===== config.mk =====
export PLATFORM = sky130hd
export DESIGN_NAME = nlc_detector
export DESIGN_NICKNAME = d
export VERILOG_FILES = /design/src/rtl/nlc_pkg.sv /design/src/rtl/nlc_thresh_sel.sv /design/src/rtl/nlc_gate.sv /design/src/rtl/nlc_status.sv /design/src/rtl/nlc_detector.sv
export SDC_FILE = /design/constraint.sdc
export NUM_CORES = 1
export LEC_CHECK = 0
export ABC_CLOCK_PERIOD_IN_PS = 6100
export BUFFER_PORTS_ARGS = -buffer_cell sky130_fd_sc_hd__buf_2
export CAP_MARGIN = 5
export CORE_MARGIN = 4
export CORE_UTILIZATION = 45
export CTS_BUF_LIST = sky130_fd_sc_hd__clkbuf_2
export DETAILED_ROUTE_END_ITERATION = 12
export PLACE_DENSITY_LB_ADDON = 0.15
export SLEW_MARGIN = 20
export SYNTH_ARGS = -nofsm -noshare
export SYNTH_HDL_FRONTEND = slang
export SYNTH_SLANG_ARGS = --single-unit

===== constraint.sdc =====
create_clock -name clk -period 6.1 [get_ports clk]
set_input_delay 1.83 -clock clk [delete_from_list [all_inputs] [get_ports clk]]
set_output_delay 1.83 -clock clk [all_outputs]
set_load 0.01 [all_outputs]

===== src/rtl/nlc_pkg.sv =====
package nlc_pkg;
   typedef enum logic [1:0] {
      NLC_OFF = 2'b00,
      NLC_HI  = 2'b01,
      NLC_MID = 2'b10,
      NLC_LO  = 2'b11
   } nlc_mode_e;

   localparam int NLC_LEVELS = 3;

   function automatic longint unsigned nlc_base_thr(input longint unsigned fs);
      return (fs * 3) / 10000;
   endfunction
endpackage


===== src/rtl/nlc_thresh_sel.sv =====
module nlc_thresh_sel #(
   parameter int              PWR_W      = 24,
   parameter longint unsigned FULL_SCALE = 64'd8000000
) (
   input  logic [1:0]       mode_i,
   output logic [PWR_W-1:0] thr_o,
   output logic             det_en_o
);
   import nlc_pkg::*;

   localparam longint unsigned BASE = nlc_base_thr(FULL_SCALE);

   if (PWR_W < 2 || PWR_W > 62) begin : g_bad_width
      $error("nlc_thresh_sel: PWR_W out of range");
   end
   if (FULL_SCALE >= (64'd1 << PWR_W)) begin : g_bad_fs
      $error("nlc_thresh_sel: FULL_SCALE does not fit PWR_W");
   end
   if ((BASE >> (NLC_LEVELS - 1)) == 0) begin : g_bad_lo
      $error("nlc_thresh_sel: lowest threshold rounds to zero");
   end

   logic [PWR_W-1:0] lvl [NLC_LEVELS];

   for (genvar k = 0; k < NLC_LEVELS; k++) begin : g_lvl
      assign lvl[k] = PWR_W'(BASE >> k);
   end

   always_comb begin
      det_en_o = 1'b1;
      thr_o    = '0;
      unique case (nlc_mode_e'(mode_i))
         NLC_HI:  thr_o = lvl[0];
         NLC_MID: thr_o = lvl[1];
         NLC_LO:  thr_o = lvl[2];
         default: det_en_o = 1'b0;
      endcase
   end
endmodule


===== src/rtl/nlc_gate.sv =====
module nlc_gate #(
   parameter int PWR_W      = 24,
   parameter bit DROP_STYLE = 1'b0
) (
   input  logic             clk,
   input  logic             rst_n,
   input  logic             vld_i,
   input  logic [PWR_W-1:0] mag_i,
   input  logic [PWR_W-1:0] thr_i,
   input  logic             det_en_i,
   output logic             vld_o,
   output logic [PWR_W-1:0] mag_o,
   output logic             below_o
);
   logic pass;

   assign below_o = vld_i && det_en_i && (mag_i < thr_i);
   assign pass    = vld_i && !below_o;

   if (DROP_STYLE) begin : g_drop
      always_ff @(posedge clk) begin
         if (!rst_n) begin
            vld_o <= 1'b0;
            mag_o <= '0;
         end else begin
            vld_o <= pass;
            mag_o <= pass ? mag_i : '0;
         end
      end

      assert_block_R3: assert property (@(posedge clk) disable iff (!rst_n)
         (vld_i && det_en_i && mag_i < thr_i) |=> !vld_o);
   end else begin : g_zero
      always_ff @(posedge clk) begin
         if (!rst_n) begin
            vld_o <= 1'b0;
            mag_o <= '0;
         end else begin
            vld_o <= vld_i;
            mag_o <= pass ? mag_i : '0;
         end
      end

      assert_block_R3: assert property (@(posedge clk) disable iff (!rst_n)
         (vld_i && det_en_i && mag_i < thr_i) |=> (vld_o && mag_o == '0));
   end

   assert_pass_R1: assert property (@(posedge clk) disable iff (!rst_n)
      (vld_i && !det_en_i) |=> (vld_o && mag_o == $past(mag_i)));

   assert_equal_R4: assert property (@(posedge clk) disable iff (!rst_n)
      (vld_i && det_en_i && mag_i >= thr_i) |=> (vld_o && mag_o == $past(mag_i)));

   assert_idle_R10: assert property (@(posedge clk) disable iff (!rst_n)
      !vld_i |=> !vld_o);
endmodule


===== src/rtl/nlc_status.sv =====
module nlc_status (
   input  logic clk,
   input  logic rst_n,
   input  logic set_i,
   input  logic clr_i,
   input  logic irq_en_i,
   output logic flag_o,
   output logic irq_o
);
   always_ff @(posedge clk) begin
      if (!rst_n)     flag_o <= 1'b0;
      else if (set_i) flag_o <= 1'b1;
      else if (clr_i) flag_o <= 1'b0;
   end

   assign irq_o = flag_o & irq_en_i;

   assert_set_R5: assert property (@(posedge clk) disable iff (!rst_n)
      set_i |=> flag_o);

   assert_hold_R5: assert property (@(posedge clk) disable iff (!rst_n)
      (!set_i && !clr_i) |=> $stable(flag_o));

   assert_clear_R6: assert property (@(posedge clk) disable iff (!rst_n)
      (clr_i && !set_i) |=> !flag_o);
endmodule


===== src/rtl/nlc_detector.sv =====
module nlc_detector #(
   parameter int              PWR_W      = 24,
   parameter longint unsigned FULL_SCALE = 64'd8000000,
   parameter bit              DROP_STYLE = 1'b0
) (
   input  logic             clk,
   input  logic             rst_n,
   input  logic             smp_vld_i,
   input  logic [PWR_W-1:0] smp_mag_i,
   input  logic [1:0]       nl_mode_i,
   input  logic             irq_en_i,
   input  logic             stat_clr_i,
   input  logic             irms_sel_i,
   input  logic             irms_vld_i,
   input  logic [PWR_W-1:0] irms_mag_i,
   output logic             acc_vld_o,
   output logic [PWR_W-1:0] acc_mag_o,
   output logic             irms_vld_o,
   output logic [PWR_W-1:0] irms_mag_o,
   output logic             nl_flag_o,
   output logic             irq_o
);
   logic [PWR_W-1:0] thr;
   logic             det_en;
   logic             pwr_below;
   logic             irms_below;

   nlc_thresh_sel #(.PWR_W(PWR_W), .FULL_SCALE(FULL_SCALE)) u_thr (
      .mode_i   (nl_mode_i),
      .thr_o    (thr),
      .det_en_o (det_en)
   );

   nlc_gate #(.PWR_W(PWR_W), .DROP_STYLE(DROP_STYLE)) u_pwr_gate (
      .clk      (clk),
      .rst_n    (rst_n),
      .vld_i    (smp_vld_i),
      .mag_i    (smp_mag_i),
      .thr_i    (thr),
      .det_en_i (det_en),
      .vld_o    (acc_vld_o),
      .mag_o    (acc_mag_o),
      .below_o  (pwr_below)
   );

   nlc_gate #(.PWR_W(PWR_W), .DROP_STYLE(DROP_STYLE)) u_irms_gate (
      .clk      (clk),
      .rst_n    (rst_n),
      .vld_i    (irms_vld_i),
      .mag_i    (irms_mag_i),
      .thr_i    (thr),
      .det_en_i (det_en && irms_sel_i),
      .vld_o    (irms_vld_o),
      .mag_o    (irms_mag_o),
      .below_o  (irms_below)
   );

   nlc_status u_stat (
      .clk      (clk),
      .rst_n    (rst_n),
      .set_i    (pwr_below),
      .clr_i    (stat_clr_i),
      .irq_en_i (irq_en_i),
      .flag_o   (nl_flag_o),
      .irq_o    (irq_o)
   );

   assert_irms_quiet_R8: assert property (@(posedge clk) disable iff (!rst_n)
      (irms_below && !pwr_below && !stat_clr_i) |=> $stable(nl_flag_o));

   assert_off_flag_R1: assert property (@(posedge clk) disable iff (!rst_n)
      (nl_mode_i == 2'b00 && !stat_clr_i) |=> $stable(nl_flag_o));
endmodule


# Word level (Yosys, flattened, before mapping)
# Index checks and enable logic that the tools add are counted.
[classes]
muxes = 4
bitwise = 1
n_eq_ne = 3
reduce_logical = 13
magnitude_cmp = 2
[ops]
columns = ["cell", "count"]
rows = [
  ["$lt A24 B12 Y1", 2],
  ["$pmux W12 S3", 1],
  ["$logic_and A1 B1 Y1", 7],
  ["$eq A2 B2 Y1 const B", 2],
  ["$reduce_and A2 Y1", 2],
  ["$mux W1", 3],
  ["$reduce_or A3 Y1", 1],
  ["$eq A2 B1 Y1 const B", 1],
  ["$logic_not A1 Y1", 2],
  ["$reduce_bool A2 Y1", 1],
  ["$and A1 B1 Y1", 1],
]
[totals]
elab_cells = 28
regBits = 51
in_bits = 57

# Longest topological paths before layout
# Gate-level depths: netlist of the first run.
[logic_depth]
word_depth = 9
depth_mapped = 9

# By module
# From an unflattened synthesis of the first run, not the netlist that was laid out.
[unflattened]
cells_unflattened = 361
area_unflattened_um2 = 3052.9
[modules_own_cells]
columns = ["mod", "cells_per_inst", "n_inst", "area_per_inst_um2", "seq_area_each_um2"]
rows = [
  ["nlc_gate (u_irms_gate)", 163, 1, 1392.6, 500.5],
  ["nlc_gate (u_pwr_gate)", 164, 1, 1376.3, 500.5],
  ["nlc_thresh_sel", 29, 1, 229.0, 0.0],
  ["nlc_status", 4, 1, 48.8, 20.0],
  ["nlc_detector", 1, 1, 6.3, 0.0],
]

# Worst setup path after synthesis of the first run
# No wires, ideal clock.
[synth_path]
path_type = "input -> output"
start = "input irq_en_i"
end = "output irq_o"
slack_ns = 2.275
n_path_buf = 0
cell_stages = 1
t_arrival_ns = 1.995
required_ns = 4.270
cell_sequence = "and2_1"
[synth_via]
elab_chain_len = 1
[synth_rtl]
columns = ["item", "line", "rtl"]
rows = [
  ["start, declared", "nlc_detector.sv:11", "input logic irq_en_i,"],
  ["$and A1 B1 Y1", "nlc_status.sv:16", "assign irq_o = flag_o & irq_en_i;"],
  ["end, declared", "nlc_detector.sv:21", "output logic irq_o"],
]
# No other way between the ends.

# Final worst setup path of the first run
# Ends and elaborated chain as after synthesis.

==> run summary, run 1 <==
In the synthesized netlist the dominant register cell turns out to be sky130_fd_sc_hd__dfxtp_1. After clock tree synthesis, the repair step resized 0 gates. The worst-path maximum fanout is 1. The async set or reset register ratio after synthesis is 0%. After filler insertion, the fill cell instance count of the layout stands at 401.

The clock tree from TritonCTS is built. In this run the clock root is driven by a sky130_fd_sc_hd__clkbuf_2. The fraction of layout instances using a drive strength above 1 is 38.7%. The worst clock skew on the final layout is 0 ps. The accumulated negative setup slack came out at 0 ps.

The final-report max-slew violation count is 0. The buffering stage count on the worst path with inverters included is 2. The main combinational cell family by area after synthesis is simple AND/OR/NAND/NOR gates. The routed design uses 2210 um of met2 wire. The clock latency of the later-clocked register in the worst-skew pair is 400 ps. The flow ran to the end, and the final reports show no timing, DRC or antenna violations. Setup violations remaining at the end of the flow were counted as 0. The highest metal layer carrying signal wires in the routed design is met4.

The half-perimeter wire length of the detailed placement result is 3720 um. The largest stage delay on the critical path came out at 130 ps. The post-synthesis share of cell area spent on and, or, nand and nor gates is 18.7%. The fraction of post-synthesis cell area in the top cell type by area came out at 50.5%. In the layout the commonest cells are sky130_fd_sc_hd__buf_2, sky130_fd_sc_hd__dfxtp_1, sky130_fd_sc_hd__and3_1. The utilization after layout came out at 60.6%. The clock transition time at the flip-flop clock pins of the worst setup and hold paths is 230 ps. The routed design could run at a clock period as short as 4020 ps. The fraction of the mapped netlist area in adder cells is 12.4%.

The first global-routing pass estimated 7360 um of wire. The worst pin sits at a relative slew slack of 51.9%. The standby leakage power came out at 1.46 nW.

Of the synthesized area, sequential elements account for 50.5%. The sort of element at the start of the critical path is a primary input. The number of DRC markers in iteration 0 came out at 67. The number of clock sinks is 51. Compared with the post-synthesis result, the final layout area differs by 30.5%. The count of hold-fix buffers inserted at cts came out at 0.

Routability-driven placement finished with a final weighted congestion of 0.778. The number of instances in the synthesized netlist is 203. The number of endpoints with negative hold slack in the final report is 0. The post-synthesis cell area came out at 0.00202 sq mm. In this run the horizontal extent of the chip is 75.0 um. By area the synthesized netlist is led by sky130_fd_sc_hd__dfxtp_1, sky130_fd_sc_hd__ha_1, sky130_fd_sc_hd__and3_1. The number of warning messages in the yosys log is 0. Clock tree synthesis inserted a total of 5 buffers. Port buffering added 108 buffers.

The setup slack on the worst flop-to-flop path is 5360 ps. The data arrival time of the critical path is 2190 ps. The number of placement rows came out at 24. The overall global routing resource usage came out at 17.1%. The gate family responsible for the most delay along the worst path is buffers and inverters. The die is 75.0 um tall. Timing would allow up to 249 MHz.

In this run, placement finished with an instance count of 354. The most numerous cell type found on the critical path is sky130_fd_sc_hd__buf_2. The power per unit of standard cell area is 229 mW/mm^2. The via count of the first global-routing pass came to 1680. The routed length on met1 came out at 1940 um. The antenna diode count came out at 0.

The area of the die came out at 0.00563 sq mm. The number of nets still failing antenna checks after routing is 0. The largest net degree at the start of global routing is 29. At the worst endpoint, the required time is 4270 ps. The per-cell via count in the routed design came out at 5.02. Post-CTS timing repair inserted 0 buffers for setup. The peak ir drop on the vdd network is 0.000146 V. In the detailed route, the total length drawn on met3 is 475 um. Setup repair after global routing left no endpoint under its margin. Walking the worst path, the cells encountered are buf_2 -> and2_1 -> buf_2. The synthesis-stage register bit count is 51. Of the total synthesized cell area, the portion taken by XOR and XNOR cells is 0%. The core footprint came out at 0.00435 sq mm. The tightest min-delay check is of the reg -> reg type.

For the pin with the worst max-slew slack, the measured transition is 717 ps. The initial core utilization is 46.4%. The cell taking the most area after synthesis is sky130_fd_sc_hd__dfxtp_1.

The endpoint type of the worst setup path is a primary output. The multiplexer fraction of the synthesized cell area came out at 0%. The total overflow left after global routing is 0. The critical path is of the in -> out type. The number of nets produced by synthesis is 280.

The final wirelength is 4670 um. Leaving out fill and tap cells, the most frequent cell in the layout is sky130_fd_sc_hd__buf_2. The fraction of the mapped netlist area in compound gates came out at 11.3%. The average instance in the mapped netlist occupies 9.95 sq um. In the final routed layout, each cell accounts on average for 12.9 um. At the end of the flow, the number of nets in the layout was 386. Once placement finished, the instance area stood at 0.00257 sq mm. The minimum hold slack is 645 ps. The max-cap check violation count came out at 0. After detailed routing, the number of remaining DRC violations is 0. The total iterations of the first detailed-routing run is 4. The largest individual stage delay along the critical path comes from the cell sky130_fd_sc_hd__and2_1. The post-route non-filler standard cell count is 362.

The vias after detailed routing came out at 1818. The number of antenna violations at the first check in global routing came to 0. The number of H-tree branching levels is 2. The synthesized netlist contains 31 unique library cells.

Counting flops with a built-in enable in the synthesized netlist gives 0. The ratio of final minimum period to clock period is 65.8%. The top-level I/O count came out at 109.

Summing all non-filler instances in the final layout gives an area of 0.00264 sq mm. The worst-case clock buffer depth came out at 2.
[final timing paths]
kind	startpoint	to	cells after the start
setup / recovery	irq_en_i	irq_o	3
hold / removal	u_stat.flag_o	u_stat.flag_o	2
setup reg to reg	u_stat.flag_o	u_stat.flag_o	2
hold reg to reg	u_stat.flag_o	u_stat.flag_o	2
[logic make-up (layout without fill, tap and decap cells)]
logic type               after synthesis  count (layout)
buffers and inverters                 31             138
AND/OR/NAND/NOR                       67              67
AO/OA/AOI/OAI                         34              34
adder cells (fa/ha/maj)               20              20
flip-flops                            51              51
[state kept, by name, summed over array words and instances (netlist names)]
register	count
u_pwr_gate.vld_o	1
u_pwr_gate.mag_o	24
u_stat.flag_o	1
u_irms_gate.vld_o	1
u_irms_gate.mag_o	24
[through the flow]
step	setup slack, ps	total power, mW
5_1_grt	2060	0.636
3_3_place_gp	2080	0.442
6_report	2080	0.605
2_1_floorplan	2280	0.401
3_5_place_dp	2080	0.445
4_1_cts	2080	0.613
[metal layers]
| layer | track usage (%) | up-vias |
|---|---|---|
| met5 | 0 | - |
| met3 | 5.74 | 6 |
| met4 | 6.52 | 0 |
| li1 | - | 927 |
| met1 | 20.0 | 819 |
| met2 | 28.7 | 66 |
[report_power, final]
| group | leakage [nW] | internal [mW] | switching [mW] |
|---|---|---|---|
| Combinational | 0.996 | 0.0400 | 0.0465 |
| Sequential | 0.419 | 0.347 | 0.00285 |
| Clock | 0.0404 | 0.0674 | 0.101 |
| Total | 1.46 | 0.455 | 0.151 |
[worst min-delay path: stages, from the launching register on]
cell	delay (ps)
sky130_fd_sc_hd__dfxtp_1	390
sky130_fd_sc_hd__nor2b_1	130
sky130_fd_sc_hd__a32o_1	120
[cell type report]
cell class	count	area, sq um	area share, %
inverter	20	75.1	2.85
clock inverter	3	38.8	1.47
multi-input combinational	121	857	32.5
tap	52	65.1	2.47
clock buffer	5	25.0	0.949
timing repair buffer	110	556	21.1
sequential	51	1020	38.7
[synth_stat cells (3+ instances only)]
| cell | n |
|---|---|
| sky130_fd_sc_hd__a31oi_1 | 13 |
| sky130_fd_sc_hd__clkbuf_1 | 4 |
| sky130_fd_sc_hd__buf_2 | 3 |
| sky130_fd_sc_hd__nand4_1 | 3 |
| sky130_fd_sc_hd__inv_1 | 20 |
| sky130_fd_sc_hd__ha_1 | 20 |
| sky130_fd_sc_hd__a211oi_1 | 14 |
| sky130_fd_sc_hd__and3_1 | 23 |
| sky130_fd_sc_hd__o21ai_0 | 3 |
| sky130_fd_sc_hd__nor4_1 | 4 |
| sky130_fd_sc_hd__dfxtp_1 | 51 |
| sky130_fd_sc_hd__nor2_1 | 4 |
| sky130_fd_sc_hd__nand2_1 | 16 |
| sky130_fd_sc_hd__nor3_1 | 3 |
No activity file was read; power rests on OpenSTA's default activity.
==> run 2: changes to the inputs <==
--- a/config.mk
+++ b/config.mk
@@ -5,11 +5,11 @@
 export SDC_FILE = /design/constraint.sdc
 export NUM_CORES = 1
 export LEC_CHECK = 0
-export ABC_CLOCK_PERIOD_IN_PS = 6100
+export ABC_CLOCK_PERIOD_IN_PS = 3500
 export BUFFER_PORTS_ARGS = -buffer_cell sky130_fd_sc_hd__buf_2
 export CAP_MARGIN = 5
 export CORE_MARGIN = 4
-export CORE_UTILIZATION = 45
+export CORE_UTILIZATION = 41
 export CTS_BUF_LIST = sky130_fd_sc_hd__clkbuf_2
 export DETAILED_ROUTE_END_ITERATION = 12
 export PLACE_DENSITY_LB_ADDON = 0.15
==> constraint.sdc (replaced) <==
create_clock -name clk -period 3.5 [get_ports clk]
set_input_delay 1.05 -clock clk [delete_from_list [all_inputs] [get_ports clk]]
set_output_delay 1.05 -clock clk [all_outputs]
set_load 0.01 [all_outputs]
==> run 2 against run 1 <==
Compared with the run above:
- combinational power rose by 76%
- cell count up 4.1%
- global-route usage decreased by 0.78 points
- via count stayed put
- highest routed layer unchanged
- setup slack worse by 1200 ps
- clock-buffer cell count did not move
- worst hold slack better by 39 ps
- critical path depth rose by 5
- largest cell class unchanged
- sequential cell count is the same
- critical endpoint is now u_stat.flag_o
- clock skew is the same
==> run summary, run 2 (synthesis gave the netlist of run 1 again) <==
The run finished with clean final reports. The net switching power of the design is 0.263 mW (+75%). The die extent in y is 78.2 um (+4.3%). The setup path with the least slack is of type in -> reg. The final-report max-slew violation count came to 0 (unchanged).

The max-cap check violation count came to 0 (unchanged). The antenna diode count is 0 (unchanged). The number of stages on the worst setup path came out at 8 (+5).

The fill cell instance count of the final layout is 464 (+16%). STA classifies the critical path endpoint as a register. The number of cells traversed by the worst register-to-register path is 2 (unchanged).

The count of hold-fix buffers inserted at cts is 0 (unchanged). The buffering stage count on the worst path with inverters included came out at 3 (+1). The per-cell via count in the routed design came to 4.82 (-4.0%).

The actual slew at the worst max-slew pin came to 735 ps (+17.2 ps). The width of the die came out at 78.2 um (+4.3%). Setup repair after global routing left no endpoint under its margin. The largest stage delay on the critical path is 470 ps (+340 ps). The data arrival time of the critical path came to 2930 ps (+740 ps). The share of total power in the clock network came out at 27.8% (about the same). The number of H-tree branching levels is 2 (unchanged). The fraction of layout instances using a drive strength above 1 came out at 38.7% (unchanged). The root buffer cell is sky130_fd_sc_hd__clkbuf_2. The post-CTS setup buffer count is 0 (unchanged). The post-route non-filler standard cell count came to 377 (+4.1%). The final wirelength is 5000 um (+7.2%). The top-level I/O count is 109 (unchanged). The number of placement rows came out at 25 (+4.2%). In the layout the commonest cells are sky130_fd_sc_hd__buf_2, sky130_fd_sc_hd__dfxtp_1, sky130_fd_sc_hd__and3_1.

The setup slack on the worst flop-to-flop path was 2740 ps (-2620 ps). The worst-case clock buffer depth came to 2 (unchanged). The number of nets in the layout is 386 (unchanged). The share of power burned in registers is 57.8% (about the same). TritonCTS built the clock tree. The half-perimeter wire length of the detailed placement result came out at 3930 um (+5.7%). The final critical-path setup slack came out at 917 ps (-1170 ps). The number of clock sinks is 51 (unchanged). The overflow left after global routing was 0 (unchanged). The number of gates resized after cts is 0 (unchanged). The layout overhead on the synthesized area is 31.5%.

The worst clock skew on the final layout came to 0 ps (unchanged). The number of setup violations in the final report came to 0 (unchanged). The number of buffers inserted by port buffering came out at 108 (unchanged). The largest net degree at the start of global routing came out at 29 (unchanged). The worst setup path is launched from a primary input.

The worst path required time was 3850 ps (-420 ps). The number of endpoints with negative hold slack in the final report is 0 (unchanged). The switching fraction of total power came to 24.9% (+0.032 points). The area taken by multi-input logic gates is 857 sq um (unchanged).

The cell depth of the worst min-delay path came to 2 (unchanged). The area of the die is 0.00612 sq mm (+8.7%). The number of nets still failing antenna checks after routing is 0 (unchanged).

The post-route DRC violation count came to 0 (unchanged). The tightest min-delay check is of the reg -> reg type. The most frequent standard cell in the layout excluding fill and tap cells is sky130_fd_sc_hd__buf_2. The sequential cell area in the final layout came out at 0.00102 sq mm (unchanged). The via count of the first global-routing pass was 1702 (+1.3%).

The number of placed instances with taps included came to 369 (+4.2%). The critical hold path startpoint is u_stat.flag_o. The total clock buffers created by CTS is 5 (unchanged). The core footprint is 0.00475 sq mm (+9.2%).

The worst min-delay path endpoint is u_stat.flag_o. The post-place setup slack is 484 ps (-1600 ps). The endpoint identified for the worst register-to-register timing path is u_stat.flag_o.

The peak ir drop on the vdd network came out at 0.000150 V (+2.4%). The ratio of final minimum period to clock period came out at 73.8%. The number of DRC markers in iteration 0 is 47 (-30%). The routability congestion estimate from global placement is 0.751 (-3.5%). The clock latency of the later-clocked register in the worst-skew pair came out at 410 ps (about the same). The gate family responsible for the most delay along the worst path is simple AND/OR/NAND/NOR gates.

The accumulated negative setup slack is 0 ps (unchanged). The wire length of the first global-routing pass was 8050 um (+9.4%). The worst slew slack as a fraction of its limit came out at 50.8% (-1.2 points). The standby leakage power is 1.46 nW (unchanged). The power per unit of standard cell area came to 397 mW/mm^2 (+73%). The overall global routing resource usage is 16.3% (-0.78 points).

The startpoint identified for the worst register-to-register timing path is u_stat.flag_o. The worst-path maximum fanout came to 13 (+12). The combinational cell fraction of total power came out at 14.4% (about the same). Walking the worst path, the cells encountered are buf_2 -> inv_1 -> ha_1 -> inv_1 -> ha_1 -> and4_1 -> nand4_1 -> a32o_1. The largest registers in the layout are u_irms_gate.mag_o: 24 flops, u_pwr_gate.mag_o: 24 flops. The worst-path cell with the longest stage delay is sky130_fd_sc_hd__nand4_1. The initial core utilization came out at 42.5% (-3.9 points). The total iterations of the first detailed-routing run came out at 4 (unchanged). For the finished layout, the period the worst path requires is 2580 ps.

The number of antenna violations at the first check in global routing was 0 (unchanged). The detail-routed net length per standard cell is 13.3 um (+3.0%). The cell-internal power is 0.792 mW (+74%). Based on the critical path, the design can be clocked at up to 387 MHz. The clock transition time at the flip-flop clock pins of the worst setup and hold paths is 250 ps (+20 ps).

The vias after detailed routing is 1818 (unchanged).
==> run 2: cell counts in the layout (fill, tap and decap cells not counted) <==
Identical to the previous run, type by type.
==> run 2: power groups by stage <==
| stage | clock, mW | combinational, mW | sequential (mW) |
|---|---|---|---|
| global route | 0.333 | 0.174 | 0.614 |
| floorplan | 0 | 0.0646 | 0.635 |
| finish | 0.294 | 0.152 | 0.610 |
| global placement | 0 | 0.151 | 0.622 |
| detailed placement | 0 | 0.153 | 0.622 |
| CTS | 0.306 | 0.154 | 0.611 |
==> run 2: per-stage QoR <==
| stage | instance area (sq um) | utilization, % | hold WS, ps | power, mW |
|---|---|---|---|---|
| 4_1_cts | 2660 | 55.9 | 687 | 1.07 |
| 3_3_place_gp | 2590 | 54.5 | 626 | 0.773 |
| 3_5_place_dp | 2590 | 54.5 | 624 | 0.775 |
| 6_report | 2660 | 55.9 | 684 | 1.06 |
| 5_1_grt | 2660 | 55.9 | 733 | 1.12 |
| 2_1_floorplan | 2020 | - | 638 | 0.700 |
==> run 2: worst reg2reg max path, stage by stage (launching register included) <==
cell and delay, ps:
sky130_fd_sc_hd__dfxtp_1 370, sky130_fd_sc_hd__nor2b_1 130, sky130_fd_sc_hd__a32o_1 190
==> run 2: area by class of cell <==
| type | instances | share of cell area (%) |
|---|---|---|
| Sequential cell | 51 | 38.4 |
| Timing Repair Buffer | 110 | 20.9 |
| Inverter | 20 | 2.83 |
| Clock buffer | 5 | 0.942 |
| Clock inverter | 3 | 1.46 |
| Multi-Input combinational cell | 121 | 32.3 |
| Tap cell | 67 | 3.16 |
==> run 2: routing by layer <==
layer	vias up	track usage, %	share of wire (%)	routed length (um)
met5	-	0	0	0
met4	0	4.20	1.1	53
met3	5	5.16	9.0	449
met2	77	26.6	46	2290
met1	809	20.8	44	2210
li1	927	-	-	-
==> run 2: worst max-delay path by stage <==
| stage | end | slack [ps] | startpoint |
|---|---|---|---|
| CTS | u_irms_gate.mag_o[3] | 960 | nl_mode_i[1] |
| finish | u_stat.flag_o | 920 | nl_mode_i[0] |
| global placement | u_stat.flag_o | 530 | nl_mode_i[0] |
| floorplan | u_irms_gate.mag_o[0] | 950 | nl_mode_i[0] |
| detailed placement | u_irms_gate.mag_o[3] | 480 | nl_mode_i[1] |
| global route | u_irms_gate.mag_o[6] | 780 | nl_mode_i[1] |
